<file path="src/rtl/pfc_shed_pkg.sv">
package pfc_shed_pkg;
  typedef enum logic {
    PH_SINGLE = 1'b0,
    PH_DUAL   = 1'b1
  } phase_mode_e;
endpackage

</file>
<file path="src/rtl/shed_filter.sv">
module shed_filter #(
  parameter int SHED_HC = 14
) (
  input  logic clk,
  input  logic rst,
  input  logic half_tick,
  input  logic under_shed,
  output logic shed_ready
);
  localparam int CW = $clog2(SHED_HC + 1);
  localparam logic [CW-1:0] LIMIT = CW'(SHED_HC);

  logic [CW-1:0] cnt_q;

  always_ff @(posedge clk) begin
    if (rst) begin
      cnt_q <= '0;
    end else if (!under_shed) begin
      cnt_q <= '0;
    end else if (half_tick && (cnt_q != LIMIT)) begin
      cnt_q <= cnt_q + 1'b1;
    end
  end

  assign shed_ready = (cnt_q == LIMIT);

  AST_CNT_SATURATES: assert property (@(posedge clk) disable iff (rst)
    cnt_q <= LIMIT);
  AST_CNT_CLEARS: assert property (@(posedge clk) disable iff (rst)
    !under_shed |=> (cnt_q == '0));
endmodule

</file>
<file path="src/rtl/range_latch.sv">
module range_latch #(
  parameter int LO_HOLD = 6
) (
  input  logic clk,
  input  logic rst,
  input  logic half_tick,
  input  logic hi_pk,
  input  logic lo_ind,
  output logic hi_range
);
  localparam int HW = (LO_HOLD > 1) ? $clog2(LO_HOLD) : 1;
  localparam logic [HW-1:0] LAST = HW'(LO_HOLD - 1);

  logic [HW-1:0] lcnt_q;
  logic          hi_q;

  always_ff @(posedge clk) begin
    if (rst) begin
      hi_q   <= 1'b0;
      lcnt_q <= '0;
    end else if (hi_pk) begin
      hi_q   <= 1'b1;
      lcnt_q <= '0;
    end else if (!lo_ind) begin
      lcnt_q <= '0;
    end else if (half_tick) begin
      if (lcnt_q == LAST) begin
        hi_q   <= 1'b0;
        lcnt_q <= '0;
      end else begin
        lcnt_q <= lcnt_q + 1'b1;
      end
    end
  end

  assign hi_range = hi_q;

  AST_HI_SETS: assert property (@(posedge clk) disable iff (rst)
    hi_pk |=> hi_range);
  AST_HI_CLEAR_QUALIFIED: assert property (@(posedge clk) disable iff (rst)
    $fell(hi_range) |-> ($past(lo_ind) && $past(half_tick) && !$past(hi_pk)));
endmodule

</file>
<file path="src/rtl/ontime_scaler.sv">
module ontime_scaler #(
  parameter int TW = 12
) (
  input  logic          dual,
  input  logic [TW-1:0] ton_cmd,
  input  logic [TW-1:0] ton_max,
  output logic [TW-1:0] ton_out
);
  logic [TW:0] want;

  always_comb begin
    want = dual ? {1'b0, ton_cmd} : {ton_cmd, 1'b0};
    if (want > {1'b0, ton_max}) ton_out = ton_max;
    else                        ton_out = want[TW-1:0];
  end
endmodule

</file>
<file path="src/rtl/pfc_phase_shed.sv">
module pfc_phase_shed
  import pfc_shed_pkg::*;
#(
  parameter int TW      = 12,
  parameter int SHED_HC = 14,
  parameter int LO_HOLD = 6
) (
  input  logic          clk,
  input  logic          rst,
  input  logic          cyc_strobe,
  input  logic          half_tick,
  input  logic          cmp_under_shed,
  input  logic          cmp_over_hys,
  input  logic          cmp_under_burst,
  input  logic          soft_start,
  input  logic          hi_line_pk,
  input  logic          lo_line_ind,
  input  logic [TW-1:0] ton_cmd,
  input  logic [TW-1:0] ton_max,
  output logic          phb_en,
  output logic [TW-1:0] ton_a,
  output logic          hi_range
);
  phase_mode_e   mode_q, mode_nx;
  logic          shed_ready;
  logic [TW-1:0] ton_nx, ton_q;

  shed_filter #(.SHED_HC(SHED_HC)) u_filter (
    .clk        (clk),
    .rst        (rst),
    .half_tick  (half_tick),
    .under_shed (cmp_under_shed),
    .shed_ready (shed_ready)
  );

  range_latch #(.LO_HOLD(LO_HOLD)) u_range (
    .clk       (clk),
    .rst       (rst),
    .half_tick (half_tick),
    .hi_pk     (hi_line_pk),
    .lo_ind    (lo_line_ind),
    .hi_range  (hi_range)
  );

  // Priority: soft start, burst, re-add, filtered shed, hold.
  always_comb begin
    if (soft_start)           mode_nx = PH_DUAL;
    else if (cmp_under_burst) mode_nx = PH_SINGLE;
    else if (cmp_over_hys)    mode_nx = PH_DUAL;
    else if (shed_ready)      mode_nx = PH_SINGLE;
    else                      mode_nx = mode_q;
  end

  ontime_scaler #(.TW(TW)) u_scale (
    .dual    (mode_nx == PH_DUAL),
    .ton_cmd (ton_cmd),
    .ton_max (ton_max),
    .ton_out (ton_nx)
  );

  always_ff @(posedge clk) begin
    if (rst) begin
      mode_q <= PH_DUAL;
      ton_q  <= '0;
    end else if (cyc_strobe) begin
      mode_q <= mode_nx;
      ton_q  <= ton_nx;
    end
  end

  assign phb_en = (mode_q == PH_DUAL);
  assign ton_a  = ton_q;

  AST_HOLD_BETWEEN_STROBES: assert property (@(posedge clk) disable iff (rst)
    !cyc_strobe |=> ($stable(phb_en) && $stable(ton_a)));
  AST_SHED_QUALIFIED: assert property (@(posedge clk) disable iff (rst)
    $fell(phb_en) |-> ($past(shed_ready) || $past(cmp_under_burst)));
  AST_READD_NOW: assert property (@(posedge clk) disable iff (rst)
    (cyc_strobe && !soft_start && !cmp_under_burst && cmp_over_hys) |=> phb_en);
  AST_BAND_HOLDS: assert property (@(posedge clk) disable iff (rst)
    (cyc_strobe && !soft_start && !cmp_under_burst && !cmp_over_hys && !shed_ready)
      |=> $stable(phb_en));
  AST_TON_CLAMPED: assert property (@(posedge clk) disable iff (rst)
    cyc_strobe |=> (ton_a <= $past(ton_max)));
  AST_SOFT_DUAL: assert property (@(posedge clk) disable iff (rst)
    (cyc_strobe && soft_start) |=> phb_en);
  AST_BURST_SINGLE: assert property (@(posedge clk) disable iff (rst)
    (cyc_strobe && !soft_start && cmp_under_burst) |=> !phb_en);
endmodule

</file>
<file path="config.mk">
export PLATFORM = sky130hd
export DESIGN_NAME = pfc_phase_shed
export DESIGN_NICKNAME = d
export VERILOG_FILES = /design/src/rtl/pfc_shed_pkg.sv /design/src/rtl/shed_filter.sv /design/src/rtl/range_latch.sv /design/src/rtl/ontime_scaler.sv /design/src/rtl/pfc_phase_shed.sv
export SDC_FILE = /design/constraint.sdc
export NUM_CORES = 1
export LEC_CHECK = 0
export BUFFER_PORTS_ARGS = -buffer_cell sky130_fd_sc_hd__buf_2
export CORE_MARGIN = 5
export CORE_UTILIZATION = 40
export DETAILED_ROUTE_END_ITERATION = 10
export PLACE_DENSITY_LB_ADDON = 0.15
export SETUP_SLACK_MARGIN = 0.4
export SYNTH_ARGS = -nofsm -noshare
export SYNTH_HDL_FRONTEND = slang
export SYNTH_SLANG_ARGS = --single-unit
</file>
<file path="constraint.sdc">
create_clock -name clk -period 4.4 [get_ports clk]
set_input_delay 0.88 -clock clk [delete_from_list [all_inputs] [get_ports clk]]
set_output_delay 0.88 -clock clk [all_outputs]
set_load 0.02 [all_outputs]
</file>
==> impl_metrics.ini <==
[floorplan]
number_of_placed_i_o_pins = 48
die_width_um = 73.5
design.die.area_um2 = 5410
die_y_extent_um = 73.5
rows = 23
start_util = 0.407
core_area_um2 = 3970

[setup_path]
worst_r2r_startpoint = u_filter.cnt_q[1]
crit_start = cmp_under_burst
timing.critical_path.required_ns = 4.52
critPathCapture = ton_a[8]
endpoint_kind = register
flop_to_flop_setup_slack_ns = 0.73
timing.reg2reg.worst_path_depth = 10
timing.critical_path.fanout_max = 13
crit_path_start_kind = primary input
reg2reg_to = ton_a[8]
worst-setup-path-type = primary input to register
worstPathArrival_ns = 3.87

[global_route]
first_global_vias = 1445
grt_pass1_wl_mm = 6.62
grt_start_max_net_pins = 30
grt_overflow = 0
grt.total_usage = 0.153
antenna_violations_before_repair = 0

[timing]
finClkSkew_ns = 0.00248
period_needed_ns = 3.75
achievable-frequency_mhz = 267
relSlewSlack = 0.417
tightestPinTransition_ns = 0.873
worst_setup_margin_ns = 0.652
maxSlewViolCount = 0
fin_setup_tns_ns = 0
min_period_over_period = 0.852
final-hold-violation-count = 0
rsz0062_at_grt = false
setup_violations = 0

[yosys]
syn_inst = 174
synth_adder_area_share = 0.108
number_of_enable_flip_flop_cells_after_synthesis = 0
synth_mux_area_frac = 0.0767
synth_top_cell_by_area = sky130_fd_sc_hd__dfxtp_1
number_of_library_cell_types_mapped_by_synthesis = 38
synth_simple_gate_area_frac = 0.198
synthDominantCellAreaShare = 0.260
synth_async_sr_flop_share = 0
cell_area_synth_um2 = 1620
ys_top_cells_by_area = sky130_fd_sc_hd__dfxtp_1 (26%), sky130_fd_sc_hd__ha_1 (11%), sky130_fd_sc_hd__o311ai_2 (9.1%)
yosys_register_bits = 21
synth_nets = 222
synth_top_family_by_area = compound AO/OA/AOI/OAI gates
synth-compound-area-share = 0.264
synth-xor-area-share = 0.0217
avgSynthCellArea_um2 = 9.28
yosys_warnings = 0
dominantRegCellSynth = sky130_fd_sc_hd__dfxtp_1
sequential_cell_area_fraction_in_the_yosys_report = 0.260

[placed_design]
portBuffers = 47
preCtsSetupSlack_ns = 0.358
globalplace.congestion = 0.860
place.detailed.hpwl_mm = 3.12

[clock_network]
ctsLongestPathBuffers = 2
numClockSinks = 21
worst_skew_pair.late_latency_ns = 0.26
clkSlewWorstSetupHoldPaths_ns = 0.08
cts_inserted_buffers = 3
h_tree_level_count = 1
cts_tree = yes
clock_tree.root_cell = sky130_fd_sc_hd__clkbuf_8

[final_layout]
area_growth_pct = 18.6
layout_common_cells = sky130_fd_sc_hd__buf_2 (47), sky130_fd_sc_hd__dfxtp_1 (21), sky130_fd_sc_hd__nand2_1 (15)
fill_cells = 390
number_of_nets_in_the_layout = 263
proportion_of_layout_cells_with_a_drive_suffix_above_1 = 0.416
num_antenna_cells = 0
most_common_library_cell_in_the_layout_ignoring_fill_and_taps = sky130_fd_sc_hd__buf_2

[detailed_routing]
detailedRoute.firstPassIterationCount = 4
drtIter0Drc = 50
number_of_routed_nets_with_antenna_violations = 0
detail_route.wirelength_mm = 3.93
drcViolationCount = 0
routed-via-count = 1428
routedWlPerCell_um = 14.9
post_detailed_route_via_to_cell_ratio = 5.41

[power_and_ir_drop]
power.density_cell_area_nw_per_um2 = 266
power.leakage_nw = 0.837
max_vdd_drop_uv = 100

[outcome]
outcome = finished clean

[worst_hold_path]
holdCritStartpoint = u_range.hi_range
hold_path.class = register to register

[job]
max-cap-violations = 0
-- critical path: stages --
cell                        delay [ns]
sky130_fd_sc_hd__buf_2            0.09
sky130_fd_sc_hd__nor2b_1          0.06
sky130_fd_sc_hd__a221oi_4         0.65
sky130_fd_sc_hd__mux2_2           0.44
sky130_fd_sc_hd__ha_1             0.30
sky130_fd_sc_hd__nand4_1          0.15
sky130_fd_sc_hd__nor4_1           0.47
sky130_fd_sc_hd__a2bb2oi_4        0.37
sky130_fd_sc_hd__o21a_4           0.32
sky130_fd_sc_hd__o311ai_1         0.13
-- per-layer routing --
layer,wire length (um),vias up,track usage
met3,231,2,0.0246
met5,0,-,0
met2,1870,33,0.248
met4,34,0,0.0543
met1,1790,664,0.203
li1,-,729,-
-- area by class of cell --
type / instances / area [um^2] / share of cell area
flip-flops and latches: 21 / 420 / 0.219
well taps: 50 / 62.6 / 0.0327
inverters: 14 / 52.6 / 0.0274
multi-input cells: 127 / 1090 / 0.570
clock buffers: 4 / 45.0 / 0.0235
repair buffers: 48 / 243 / 0.127
-- state kept, by name, summed over array words and instances, names as in the netlist --
register and count:
phb_en 1, u_range.lcnt_q 3, u_filter.cnt_q 4, ton_a 12, u_range.hi_range 1
-- kinds of logic (layout without fill, tap and decap cells) --
family | after synthesis | count (layout)
multiplexers | 11 | 11
AND/OR/NAND/NOR | 56 | 56
buffers and inverters | 26 | 66
AO/OA/AOI/OAI | 42 | 42
adder cells (fa/ha/maj) | 14 | 14
XOR/XNOR | 4 | 4
flip-flops | 21 | 21
-- stage by stage --
stage	power (mW)	hold slack (ns)	cells	util	instance area (um^2)
after floorplan	0.338	0.476	174	-	1620
after global placement	0.381	0.464	260	0.468	1860
after detailed placement	0.386	0.467	260	0.468	1860
after CTS	0.513	0.487	264	0.480	1900
after global routing	0.542	0.552	264	0.482	1920
final	0.509	0.481	264	0.482	1920
-- timing repair --
action                                  CTS  global route
endpoints found under the setup margin    0             1
buffers inserted                          0             0
resized for setup                         0             1
hold buffers                              0             0
-- power breakdown --
group | internal [mW] | switching (mW) | total (mW)
Clock | 0.0644 | 0.0609 | 0.125
Combinational | 0.0721 | 0.101 | 0.173
Sequential | 0.204 | 0.00661 | 0.211
-- worst min path at each step --
stage	cells past startpoint	endpoint	slack [ns]
after global routing	2	u_range.hi_range	0.55
after floorplan	2	u_range.lcnt_q[0]	0.48
final	2	u_range.hi_range	0.48
after CTS	2	u_range.hi_range	0.49
after global placement	2	u_range.hi_range	0.46
after detailed placement	2	u_range.hi_range	0.47
-- Yosys cell counts (3+ instances only) --
library cell                 n
sky130_fd_sc_hd__inv_1      13
sky130_fd_sc_hd__o311ai_2    9
sky130_fd_sc_hd__dfxtp_1    21
sky130_fd_sc_hd__nor2b_1     4
sky130_fd_sc_hd__nor2_1     10
sky130_fd_sc_hd__ha_1       14
sky130_fd_sc_hd__a21oi_1     8
sky130_fd_sc_hd__clkbuf_1    9
sky130_fd_sc_hd__nand3_1     3
sky130_fd_sc_hd__or3b_2     13
sky130_fd_sc_hd__a21o_1      3
sky130_fd_sc_hd__o2111ai_1  12
sky130_fd_sc_hd__nand2_1    15
sky130_fd_sc_hd__mux2_2      9
Note: power is estimated with default switching activity, not from simulation.
